### config.mk
export PLATFORM = sky130hd
export DESIGN_NAME = fault_supervisor
export DESIGN_NICKNAME = d
export VERILOG_FILES = /design/src/rtl/fsup_pkg.sv /design/src/rtl/fsup_sync.sv /design/src/rtl/fsup_deglitch.sv /design/src/rtl/fsup_latch.sv /design/src/rtl/fault_supervisor.sv
export SDC_FILE = /design/constraint.sdc
export NUM_CORES = 1
export LEC_CHECK = 0
export BUFFER_PORTS_ARGS = -buffer_cell sky130_fd_sc_hd__buf_4
export CAP_MARGIN = 15
export CORE_MARGIN = 5
export CORE_UTILIZATION = 54
export CTS_CLUSTER_SIZE = 25
export DETAILED_ROUTE_END_ITERATION = 16
export GPL_TIMING_DRIVEN = 0
export HOLD_SLACK_MARGIN = 0.12
export PLACE_DENSITY_LB_ADDON = 0.12
export SLEW_MARGIN = 10
export SYNTH_ARGS = -nofsm -noshare
export SYNTH_HDL_FRONTEND = slang
export SYNTH_SLANG_ARGS = --single-unit
### constraint.sdc
create_clock -name clk -period 1.7 [get_ports clk]
set_input_delay 0.255 -clock clk [delete_from_list [all_inputs] [get_ports clk]]
set_output_delay 0.255 -clock clk [all_outputs]
set_load 0.03 [all_outputs]
### src/rtl/fsup_pkg.sv
package fsup_pkg;
    localparam int NFLT = 4;

    typedef enum logic [1:0] {
        FLT_OC = 2'd0,
        FLT_OT = 2'd1,
        FLT_UV = 2'd2,
        FLT_OV = 2'd3
    } flt_idx_e;

    typedef struct packed {
        logic [NFLT-1:0] sts;
    } latch_state_t;
endpackage

### src/rtl/fsup_sync.sv
module fsup_sync #(
    parameter int STAGES = 2
) (
    input  logic clk,
    input  logic rst_n,
    input  logic d_i,
    output logic q_o
);
    logic [STAGES-1:0] chain_d, chain_q;

    always_comb begin
        chain_d = {chain_q[STAGES-2:0], d_i};
    end

    always_ff @(posedge clk or negedge rst_n) begin
        if (!rst_n) chain_q <= '0;
        else        chain_q <= chain_d;
    end

    assign q_o = chain_q[STAGES-1];
endmodule

### src/rtl/fsup_deglitch.sv
module fsup_deglitch #(
    parameter int HOLD = 4
) (
    input  logic clk,
    input  logic rst_n,
    input  logic d_i,
    output logic q_o
);
    localparam int CW = $clog2(HOLD + 1);
    localparam logic [CW-1:0] HOLD_C = CW'(HOLD);

    logic [CW-1:0] cnt_d, cnt_q;

    always_comb begin
        if (!d_i)                cnt_d = '0;
        else if (cnt_q != HOLD_C) cnt_d = cnt_q + CW'(1);
        else                     cnt_d = cnt_q;
    end

    always_ff @(posedge clk or negedge rst_n) begin
        if (!rst_n) cnt_q <= '0;
        else        cnt_q <= cnt_d;
    end

    assign q_o = (cnt_q == HOLD_C);


    low_input_drops_chk: assert property (@(posedge clk) disable iff (!rst_n)
        !d_i |=> !q_o);
endmodule

### src/rtl/fsup_latch.sv
module fsup_latch
    import fsup_pkg::*;
(
    input  logic            clk,
    input  logic            rst_n,
    input  logic [NFLT-1:0] act_i,
    input  logic            clr_i,
    output logic [NFLT-1:0] sts_o
);
    latch_state_t st_d, st_q;

    always_comb begin
        st_d = st_q;
        st_d.sts = (st_q.sts & ~({NFLT{clr_i}} & ~act_i)) | act_i;
    end

    always_ff @(posedge clk or negedge rst_n) begin
        if (!rst_n) st_q <= '0;
        else        st_q <= st_d;
    end

    assign sts_o = st_q.sts;

    for (genvar k = 0; k < NFLT; k++) begin : g_chk

        set_wins_chk: assert property (@(posedge clk) disable iff (!rst_n)
            act_i[k] |=> sts_o[k]);

        clear_inactive_chk: assert property (@(posedge clk) disable iff (!rst_n)
            (clr_i && !act_i[k]) |=> !sts_o[k]);

        hold_sticky_chk: assert property (@(posedge clk) disable iff (!rst_n)
            (sts_o[k] && !clr_i) |=> sts_o[k]);
    end
endmodule

### src/rtl/fault_supervisor.sv
module fault_supervisor
    import fsup_pkg::*;
#(
    parameter int SYNC_STAGES = 2,
    parameter int HOLD_CYC    = 4
) (
    input  logic            clk,
    input  logic            rst_n,
    input  logic            enable,
    input  logic            clr_fault,
    input  logic            oc_flag,
    input  logic            ot_flag,
    input  logic            uv_flag,
    input  logic            ov_flag,
    input  logic [NFLT-1:0] irq_mask,
    output logic            gate_kill,
    output logic            conv_off,
    output logic [NFLT-1:0] fault_status,
    output logic            irq
);
    logic [NFLT-1:0] raw_flags;
    logic [NFLT-1:0] sync_flags;
    logic [NFLT-1:0] qual_flags;

    assign raw_flags = {ov_flag, uv_flag, ot_flag, oc_flag};

    // overcurrent bypasses synchronizer and filter
    assign sync_flags[FLT_OC] = raw_flags[FLT_OC];
    assign qual_flags[FLT_OC] = raw_flags[FLT_OC];

    for (genvar i = 1; i < NFLT; i++) begin : g_filt
        fsup_sync #(.STAGES(SYNC_STAGES)) u_sync (
            .clk  (clk),
            .rst_n(rst_n),
            .d_i  (raw_flags[i]),
            .q_o  (sync_flags[i])
        );
        fsup_deglitch #(.HOLD(HOLD_CYC)) u_dg (
            .clk  (clk),
            .rst_n(rst_n),
            .d_i  (sync_flags[i]),
            .q_o  (qual_flags[i])
        );
    end

    fsup_latch u_latch (
        .clk  (clk),
        .rst_n(rst_n),
        .act_i(qual_flags),
        .clr_i(clr_fault),
        .sts_o(fault_status)
    );

    assign conv_off  = (|fault_status) | ~enable;
    assign gate_kill = oc_flag | conv_off;
    assign irq       = |(fault_status & irq_mask);


    oc_sets_bit_chk: assert property (@(posedge clk) disable iff (!rst_n)
        oc_flag |=> fault_status[FLT_OC]);

    irq_needs_status_chk: assert property (@(posedge clk) disable iff (!rst_n)
        irq |-> (fault_status != '0));

    status_kills_gate_chk: assert property (@(posedge clk) disable iff (!rst_n)
        (fault_status != '0) |-> gate_kill);
endmodule

Yosys cells after proc, flatten, opt, wreduce, memory -nomap -nowiden
Index checks and enable logic that the tools add are counted.
{ "totals": {"reg_bits": 19, "in_bits": 12, "wordCells": 36} }
{ "op_classes": {"add_sub_neg": 3, "eq_ne": 9, "mux": 6, "bitwise": 9, "n_reduce_logical": 2} }
{ "ops": {"columns": ["operator", "count"], "rows": [
  ["$mux W3", 6],
  ["$and A4 B4 Y4", 3],
  ["$add A3 B1 Y3 const B", 3],
  ["$eq A3 B3 Y1 const B", 3],
  ["$ne A3 B3 Y1 const B", 3],
  ["$not A4 Y4", 2],
  ["$reduce_or A4 Y1", 2],
  ["$ne A2 B1 Y1 const B", 3],
  ["$or A4 B4 Y4", 1],
  ["$or A1 B1 Y1", 2],
  ["$not A1 Y1", 1]
]} }

Longest topological paths before layout
Gate-level depths: netlist of run 1.
{ "depth": {"word_depth": 6, "mapped_depth": 4, "ltp_nobuf": 4} }

Modules after synthesis
From an unflattened synthesis of run 1, not the netlist that was laid out.
{ "hier_totals": {"cells_unflattened": 73, "hier_area_um2": 852.1} }
{ "modules_own_cells": {"columns": ["module", "instances", "cells_per_inst", "area_each_um2"], "rows": [
  ["fsup_deglitch", 3, 17, 171.4],
  ["fsup_sync", 3, 2, 50.0],
  ["fsup_latch", 1, 9, 133.9],
  ["fault_supervisor", 1, 7, 53.8]
]} }

Worst setup path after synthesis of run 1
OpenSTA, ideal clock, no wires.
{ "synth_path": {"kind": "reg-to-output", "from": "register u_latch.st_q (netlist bit u_latch.sts_o[0])", "to": "output gate_kill", "arrival_time_ns": 1.124, "required_ns": 1.445, "slack_ns": 0.321, "stages_incl_launch_ff": 3, "path_buffers": 0, "path_cell_list": "dfrtp_1 nor4_2 nand3b_1"} }
{ "synth_via": {"elab_chain_len": 3} }
{ "synth_rtl": {"columns": ["item", "line", "source"], "rows": [
  ["start, declared", "fsup_latch.sv:10", "latch_state_t st_d, st_q;"],
  ["start signal, assigned", "fsup_latch.sv:19", "else st_q <= st_d;"],
  ["$reduce_or A4 Y1", "fault_supervisor.sv:54", "assign conv_off = (|fault_status) | ~enable;"],
  ["$or A1 B1 Y1", "fault_supervisor.sv:54", null],
  ["$or A1 B1 Y1", "fault_supervisor.sv:55", "assign gate_kill = oc_flag | conv_off;"],
  ["end, declared", "fault_supervisor.sv:16", "output logic gate_kill,"]
]} }
No other way between the ends.

Final worst setup path of run 1
Same ends and word-level chain as after synthesis.

==> impl_metrics.json, run 1 <==
{
  "relSlewSlack_pct": 82.7,
  "cts_resized": 0,
  "place.detailed.hpwl_um": 989,
  "fp.dieW_um": 48.8,
  "synth_area_leaders": "dfrtp_1 (59%), ha_1 (9.2%), o21ai_0 (5.5%), inv_1 (4.6%), nand4_1 (4.6%)",
  "vdd_drop_max_uv": 875,
  "wl_mm": 1.40,
  "avgSynthCellArea_sq_um": 11.3,
  "grt_pass1_wl_mm": 2.44,
  "met1_length_um": 565,
  "cts-htree-levels": 1,
  "critPathCaptureType": "output pin",
  "synth_async_sr_flop_share_pct": 100,
  "finalCritPeriodShare_pct": 93.2,
  "wl_per_cell_um": 12.2,
  "dieArea_sq_um": 2380,
  "r2r_slack_ns": 0.56,
  "clkTransAtPathRegs_ns": 0.10,
  "hold_viol": 0,
  "outcome": "complete, no violations",
  "crit_path_max_fanout": 4,
  "hp-start": "oc_flag",
  "drc_errors": 0,
  "ys_warn_count": 0,
  "rr_worst_depth": 4,
  "nets": 117,
  "holdBufCountCts": 4,
  "cp_data_required_time_ns": 1.44,
  "worst_pin_slew_ns": 0.257,
  "maxCapViolations": 0,
  "io_buffers": 18,
  "clock_path_buffers": 2,
  "cts_tree": "yes",
  "r2r-end": "u_latch.sts_o[3]$_DFF_PN0_",
  "antenna_found_initial": 0,
  "fin_area_sq_um": 1030,
  "ys.flop_type": "dfrtp_1",
  "worstSetupPathType": "flip-flop to output pin",
  "drtIter0Drc": 3,
  "route.met3.wl_um": 109,
  "tns_ns": 0,
  "synth_top_area_cell": "dfrtp_1",
  "clock_latency_ns": 0.29,
  "reg2reg_from": "g_filt[3].u_dg.cnt_q[0]$_DFFE_PN0P_",
  "rsz0062_at_grt": "no",
  "grt_use_total_pct": 13.1,
  "cts_made_buffers": 3,
  "synthesis.nets": 90,
  "wl_met2_um": 685,
  "p_leak_nw": 0.541,
  "synthDistinctLibCells": 14,
  "area_growth_pct": 27.4,
  "p_per_area_nw_per_um2": 919,
  "start_util_pct": 55.2,
  "grt_pass1_vias": 591,
  "via_count": 607,
  "netlist_area_sq_um": 812,
  "final_util_pct": 70.3,
  "vias_per_cell": 5.32,
  "hold_depth": 2,
  "cp.arrival_ns": 1.33,
  "setup_viol": 0,
  "max_freq_mhz": 631,
  "yosysMostFrequentCell": "dfrtp_1",
  "crit_start": "u_latch.sts_o[0]$_DFF_PN0_",
  "coreArea_sq_um": 1470,
  "synth_edf_count": 0,
  "die_h_um": 48.8,
  "period_minus_slack_ns": 1.58,
  "start_kind": "flip-flop",
  "dr.pass1.iters": 2,
  "rows": 14,
  "seq_area_frac_synth_pct": 58.6,
  "syn_inst": 72,
  "ys_seq_elements": 19,
  "clockRootBuffer": "clkbuf_4",
  "synth.top_cell.area_share_pct": 58.6,
  "cts_setup_buffers": 0,
  "drive_above_1_share_pct": 24.5,
  "ios": 19,
  "placed_cell_area_sq_um": 967,
  "cts_num_sinks": 19,
  "grt-ovfl-total": 0,
  "gp_congestion": 0.704,
  "synth_common_cells": "dfrtp_1 (19), inv_1 (10), o21ai_0 (9), ha_1 (6), nand4_1 (6)",
  "finalMaxSlewViolations": 0,
  "grt_max_degree": 20,
  "n_antenna_cell": 0,
  "top_layer": "met4",
  "min_to": "u_latch.sts_o[0]$_DFF_PN0_",
  "clock_skew_ns": 0.00173,
  "drtAntennaViolNets": 0,
  "holdCritPathClass": "primary input to flip-flop"
}
==> metal layers <==
layer / GRT usage, % / vias up
li1: - / 306
met1: 13.2 / 280
met2: 23.3 / 17
met3: 3.98 / 4
met4: 8.07 / 0
met5: 0 / -
==> cells by family (layout without fill, tap and decap cells) <==
family / count (synthesis) / count (layout) / synth area share [%]
compound gates: 18 / 18 / 13.6
fa+ha+maj: 6 / 6 / 9.24
buf+inv: 10 / 36 / 4.62
flops: 19 / 19 / 58.6
simple gates: 19 / 19 / 14.0
==> flip-flops by register name (all words and copies together), names as in the netlist <==
name,count
u_latch.sts_o,4
g_filt.u_sync.chain_q,6
g_filt.u_dg.cnt_q,9
==> where the power goes <==
group	leakage [nW]	internal [mW]	switching (mW)
clock	0.0177	0.0876	0.132
sequential	0.240	0.494	0.0407
combinational	0.283	0.0918	0.105
==> layout by cell type, fill, tap and decap left out, drive strengths merged <==
master	count
dfrtp	19
a22oi	2
nand4	6
buf	18
nand2b	3
nor4	1
o21ai	9
clkinv	1
clkbuf	3
ha	6
nand3b	1
and2	3
a31oi	3
dlygate4sd3	4
a21o	4
inv	10
nand2	5
==> how the worst max path moves through the flow <==
stage           endpoint  slack (ns)  cells past startpoint
6_report       gate_kill        0.12                      3
5_1_grt        gate_kill        0.02                      3
4_1_cts        gate_kill         0.1                      3
3_5_place_dp   gate_kill        0.43                      3
3_3_place_gp   gate_kill        0.44                      3
2_1_floorplan  gate_kill        0.32                      2
==> metrics by stage <==
stage	hold WS (ns)	setup slack, ns	instances	total power [mW]
after floorplan	-0.0406	0.321	72	0.656
after global placement	0.136	0.440	106	0.726
after detailed placement	0.137	0.430	106	0.735
after CTS	0.138	0.0970	114	0.966
after global routing	0.135	0.0152	114	1.01
final	0.140	0.115	114	0.951
==> critical path, cell delays in order (launching register included) <==
cell and delay, ns:
dfrtp_1 0.43, nor4_2 0.33, nand3b_1 0.11, buf_4 0.18
==> area by class of cell <==
cell class                 instances  area [sq um]
clock buffer                       3          22.5
inverter                          10          37.5
multi-input combinational         43           299
clock inverter                     1          5.00
timing repair buffer              22           175
fill                             113           437
tap                               16          20.0
sequential                        19           475
(Power assumes the default switching activity.)
==> run 2: changes to the inputs <==
ABC_CLOCK_PERIOD_IN_PS = 1700   (was not set)
CELL_PAD_IN_SITES_DETAIL_PLACEMENT = 0   (was not set)
CELL_PAD_IN_SITES_GLOBAL_PLACEMENT = 1   (was not set)
CORE_UTILIZATION = 45   (was 54)
CTS_BUF_LIST = sky130_fd_sc_hd__clkbuf_4   (was not set)
==> run 2 against run 1 <==
  * Global-route usage shrank 1.4 points
  * Critical path depth is the same
  * Via count shrank 1.6%
  * Utilization shrank 9.6 points
  * Power grew 0.99%
  * Wire length grew 0.14%
  * Die area grew 16%
  * Design area grew 1.3%
  * Sequential power is essentially flat
  * Flip-flop and latch count is the same
  * Sequential share of layout area shrank 0.60 points
  * Setup slack gained 0.010 ns
  * Critical endpoint unchanged
==> impl_metrics.json, run 2 (synthesis results as in run 1) <==
{
  "drc_errors": 0,
  "cp_data_required_time_ns": 1.44,
  "grt_max_degree": 20,
  "area_growth_pct": 29.1,
  "cts-htree-levels": 1,
  "ios": 19,
  "clock_latency_ns": 0.28,
  "period_minus_slack_ns": 1.57,
  "largest_reg_flops": 9,
  "cp.arrival_ns": 1.32,
  "hold_viol": 0,
  "gp_congestion": 0.791,
  "grt_use_total_pct": 11.7,
  "vias_per_cell": 4.85,
  "n_antenna_cell": 0,
  "drtIter0Drc": 5,
  "r2r_slack_ns": 0.55,
  "hold_depth": 2,
  "rsz0062_at_grt": "no",
  "dieArea_sq_um": 2750,
  "drive_above_1_share_pct": 24.5,
  "place.detailed.hpwl_mm": 1.06,
  "drtAntennaViolNets": 0,
  "wl_mm": 1.40,
  "max_freq_mhz": 635,
  "setup_viol": 0,
  "rows": 15,
  "cts_made_buffers": 3,
  "crit_path_max_fanout": 4,
  "cts_num_sinks": 19,
  "io_buffers": 18,
  "outcome": "complete, no violations",
  "vdd_drop_max_uv": 634,
  "min_to": "u_latch.sts_o[0]$_DFF_PN0_",
  "start_kind": "flip-flop",
  "finalCritPeriodShare_pct": 92.6,
  "start_util_pct": 47.0,
  "r2r-end": "g_filt[1].u_dg.cnt_q[0]$_DFFE_PN0P_",
  "antenna_found_initial": 0,
  "p_leak_nw": 0.541,
  "hp-start": "oc_flag",
  "whs_ns": 0.164,
  "holdCritPathClass": "primary input to flip-flop",
  "nets": 117,
  "clockRootBuffer": "clkbuf_4",
  "clock_path_buffers": 2,
  "switching_share_pct": 27.9,
  "worst_pin_slew_ns": 0.251,
  "wl_per_cell_um": 11.4,
  "intPower_mw": 0.692,
  "grt_pass1_wl_mm": 2.35,
  "pwr-share-clk_pct": 23.7,
  "final_cell_mix": "dfrtp_1 (19), buf_4 (18), inv_1 (10)",
  "dr.pass1.iters": 2,
  "die_h_um": 52.5,
  "fp.dieW_um": 52.5,
  "tns_ns": 0,
  "coreArea_sq_um": 1730,
  "p_seq_share_pct": 55.8,
  "maxCapViolations": 0,
  "via_count": 597,
  "rr_worst_depth": 4,
  "critPathCaptureType": "output pin",
  "grt-ovfl-total": 0,
  "clkTransAtPathRegs_ns": 0.10,
  "cts_resized": 0,
  "p_comb_share_pct": 20.5,
  "reg2reg_from": "g_filt[1].u_dg.cnt_q[0]$_DFFE_PN0P_",
  "cts_tree": "yes",
  "switchingPower_mw": 0.268,
  "finalMaxSlewViolations": 0,
  "top_register": "g_filt.u_dg.cnt_q",
  "relSlewSlack_pct": 83.2,
  "grt_pass1_vias": 561,
  "worstSetupPathType": "flip-flop to output pin",
  "clock_skew_ns": 0.00191,
  "mostFrequentLayoutCell": "dfrtp_1",
  "p_per_area_nw_per_um2": 916
}
-- run 2: cell count changes in the layout (fill, tap and decap cells not counted) --
cell      change
clkbuf_4      +1
clkinv_2      -1
-- run 2: worst max path at each step --
stage / slack (ns) / start / endpoint
finish: 0.13 / u_latch.sts_o[0]$_DFF_PN0_ / gate_kill
global route: 0.05 / u_latch.sts_o[0]$_DFF_PN0_ / conv_off
CTS: 0.11 / u_latch.sts_o[0]$_DFF_PN0_ / gate_kill
detailed placement: 0.43 / u_latch.sts_o[0]$_DFF_PN0_ / gate_kill
global placement: 0.42 / u_latch.sts_o[0]$_DFF_PN0_ / gate_kill
floorplan: 0.32 / u_latch.sts_o[0]$_DFF_PN0_ / gate_kill
-- run 2: critical path: stages, from the launching register on --
cell	delay [ns]
dfrtp_1	0.43
nor4_2	0.32
nand3b_1	0.11
buf_4	0.17
-- run 2: per-stage QoR --
| stage | util [%] | cell area [sq um] | worst slack, ns | std cells | total power, mW |
|---|---|---|---|---|---|
| after floorplan | - | 812 | 0.321 | 72 | 0.656 |
| final | 60.7 | 1050 | 0.126 | 123 | 0.961 |
| after detailed placement | 56.7 | 978 | 0.428 | 115 | 0.736 |
| after CTS | 60.7 | 1050 | 0.106 | 123 | 0.969 |
| after global routing | 60.7 | 1050 | 0.0523 | 123 | 1.03 |
| after global placement | 56.7 | 978 | 0.423 | 115 | 0.729 |
-- run 2: area by class of cell --
type / instances / area [sq um]
clock buffer: 4 / 30.0
fill: 154 / 678
inverter: 10 / 37.5
multi-input combinational: 43 / 299
sequential: 19 / 475
tap: 25 / 31.3
timing repair buffer: 22 / 175
-- run 2: timing repair --
item	in CTS	in global routing
endpoints found under the hold margin	22	0
buffers inserted	0	0
hold buffers	4	0
-- run 2: per-layer routing --
metal / up-vias / share of wire [%] / track usage [%]
met3: 2 / 9.8 / 3.42
li1: 302 / - / -
met4: 0 / 0.93 / 5.11
met5: - / 0 / 0
met2: 18 / 44 / 19.2
met1: 275 / 45 / 14.1
-- run 2: power by group through the flow --
stage | clock network, mW | logic [mW] | registers [mW]
after CTS | 0.233 | 0.200 | 0.536
after global placement | 0 | 0.187 | 0.542
final | 0.228 | 0.197 | 0.536
after detailed placement | 0 | 0.192 | 0.544
after global routing | 0.261 | 0.225 | 0.543
after floorplan | 0 | 0.102 | 0.554
==> run 3: changes to the inputs <==
ABC_AREA = 1   (was not set)
CORE_UTILIZATION = 44   (was 45)
==> run 3 against run 2 <==
  * Register-to-register slack improved by 0.10 ns
  * Non-clock buffer count did not move
  * Utilization fell by 0.23 points
  * Wire length barely moved
  * Clock skew barely moved
  * Clock power fell by 4%
==> impl_metrics.json, run 3 <==
{
  "antenna_found_initial": 0,
  "cts_num_sinks": 19,
  "p_seq_share_pct": 55.7,
  "p_per_area_nw_per_um2": 887,
  "pwr-share-clk_pct": 23.1,
  "syn_inst": 89,
  "ys.flop_type": "dfrtp_1",
  "crit_start": "u_latch.sts_o[3]$_DFF_PN0_",
  "grt_pass1_wl_mm": 2.51,
  "critPathCaptureType": "output pin",
  "die_h_um": 53.5,
  "period_minus_slack_ns": 1.40,
  "relSlewSlack_pct": 84.6,
  "dr.pass1.iters": 4,
  "switchingPower_mw": 0.280,
  "ys_seq_elements": 19,
  "fp.dieW_um": 53.5,
  "outcome": "complete, no violations",
  "cts-htree-levels": 1,
  "placed_cell_area_sq_um": 1000,
  "synth_common_cells": "dfrtp_1 (19), nand2_1 (19), inv_1 (14), nor2_1 (8), nand3_1 (7)",
  "max_freq_mhz": 716,
  "dieArea_sq_um": 2860,
  "holdCritPathClass": "primary input to flip-flop",
  "drtIter0Drc": 6,
  "hold_depth": 2,
  "clock_path_buffers": 2,
  "clock_skew_ns": 0.00207,
  "gp_congestion": 0.749,
  "area_growth_pct": 28.1,
  "largest_reg_flops": 9,
  "cp_data_required_time_ns": 1.44,
  "via_count": 628,
  "avgSynthCellArea_sq_um": 9.36,
  "cp.arrival_ns": 1.14,
  "setup_viol": 0,
  "synthesis.nets": 107,
  "seq_area_frac_synth_pct": 57.1,
  "rsz0062_at_grt": "no",
  "grt_max_degree": 20,
  "nets": 134,
  "synthDistinctLibCells": 13,
  "multi_input_area_sq_um": 302,
  "grt_use_total_pct": 12.0,
  "synth_area_leaders": "dfrtp_1 (57%), ha_1 (9.0%), nand2_1 (8.6%), inv_1 (6.3%), nand3_1 (4.2%)",
  "placed_cells": 132,
  "register_area_sq_um": 475,
  "finalMaxSlewViolations": 0,
  "r2r_slack_ns": 0.65,
  "maxCapViolations": 0,
  "crit_path_max_fanout": 4,
  "netlist_area_sq_um": 833,
  "rows": 15,
  "io_buffers": 18,
  "grt-ovfl-total": 0,
  "tns_ns": 0,
  "clock_latency_ns": 0.29,
  "vdd_drop_max_uv": 511,
  "worstSetupPathType": "flip-flop to output pin",
  "layout.cells.non_filler": 140,
  "min_to": "u_latch.sts_o[3]$_DFF_PN0_",
  "switching_share_pct": 29.5,
  "nFillCells": 174,
  "cts_tree": "yes",
  "vias_per_cell": 4.49,
  "start_kind": "flip-flop",
  "clockRootBuffer": "clkbuf_4",
  "synth_top_area_cell": "dfrtp_1",
  "drtAntennaViolNets": 0,
  "synth_async_sr_flop_share_pct": 100,
  "r2r-end": "g_filt[3].u_dg.cnt_q[0]$_DFFE_PN0P_",
  "p_leak_nw": 0.561,
  "ios": 19,
  "final_cell_mix": "nand2_1 (19), dfrtp_1 (19), buf_4 (18)",
  "wl_per_cell_um": 9.99,
  "drc_errors": 0,
  "p_comb_share_pct": 21.2,
  "drive_above_1_share_pct": 25.2,
  "start_util_pct": 47.2,
  "intPower_mw": 0.668,
  "coreArea_sq_um": 1760,
  "cts_resized": 0,
  "hp-start": "clr_fault",
  "rr_worst_depth": 6,
  "n_antenna_cell": 0,
  "wl_mm": 1.40,
  "top_register": "g_filt.u_dg.cnt_q",
  "reg2reg_from": "g_filt[3].u_dg.cnt_q[0]$_DFFE_PN0P_",
  "hold_viol": 0,
  "fin_area_sq_um": 1070,
  "place.detailed.hpwl_mm": 1.12,
  "worst_pin_slew_ns": 0.230,
  "synth_edf_count": 0,
  "clkTransAtPathRegs_ns": 0.10,
  "finalCritPeriodShare_pct": 82.2,
  "grt_pass1_vias": 598,
  "cts_made_buffers": 3,
  "ys_warn_count": 0,
  "synth.top_cell.area_share_pct": 57.1
}
[run 3: worst max-delay path by stage]
stage / slack, ns / to / cells past startpoint
2_1_floorplan: 0.46 / gate_kill / 2
3_3_place_gp: 0.62 / gate_kill / 3
3_5_place_dp: 0.61 / gate_kill / 3
4_1_cts: 0.28 / gate_kill / 3
5_1_grt: 0.13 / gate_kill / 3
6_report: 0.30 / gate_kill / 3
[run 3: cell type report]
class	count	share of cell area, %
Timing Repair Buffer	22	16.4
Tap cell	25	2.93
Multi-Input combinational cell	55	28.3
Clock inverter	1	0.469
Sequential cell	19	44.5
Clock buffer	3	2.11
Inverter	15	5.28
[run 3: timing repair]
| item | in CTS | in global routing |
|---|---|---|
| hold endpoints to repair | 22 | 0 |
| hold buffers | 4 | 0 |
| buffers inserted | 0 | 0 |
[run 3: cells by family (layout without fill, tap and decap cells)]
kind of cell / count (synthesis) / in the layout / synth area share [%]
AOI/OAI and AO/OA: 7 / 7 / 4.20
adders and majority gates: 6 / 6 / 9.01
and+or+nand+nor: 42 / 42 / 23.0
buffers and inverters: 15 / 41 / 6.76
DFF: 19 / 19 / 57.1
[run 3: stage by stage]
step | setup WS (ns) | hold WS (ns) | util [%] | total power, mW
after global routing | 0.129 | 0.155 | 60.5 | 1.02
final | 0.303 | 0.158 | 60.5 | 0.947
after CTS | 0.277 | 0.151 | 60.5 | 0.962
after detailed placement | 0.613 | 0.139 | 56.7 | 0.735
after floorplan | 0.459 | -0.0406 | - | 0.652
after global placement | 0.616 | 0.135 | 56.7 | 0.726
[run 3: routing by layer]
metal,vias to the layer above,share of wire (%),GRT usage (%)
met1,282,46,16.0
met2,16,45,19.2
met5,-,0,0
li1,328,-,-
met3,2,7.7,2.82
met4,0,0.86,3.83
[run 3: critical path, stage by stage, from the launching register on]
cell     delay [ns]
dfrtp_1        0.41
nor2_1         0.16
nand4_1        0.10
buf_4          0.18
[run 3: power groups by stage]
stage | clock network [mW] | registers [mW] | logic (mW)
finish | 0.219 | 0.528 | 0.201
global route | 0.255 | 0.536 | 0.227
CTS | 0.229 | 0.529 | 0.204
detailed placement | 0 | 0.538 | 0.197
global placement | 0 | 0.537 | 0.189
floorplan | 0 | 0.550 | 0.102
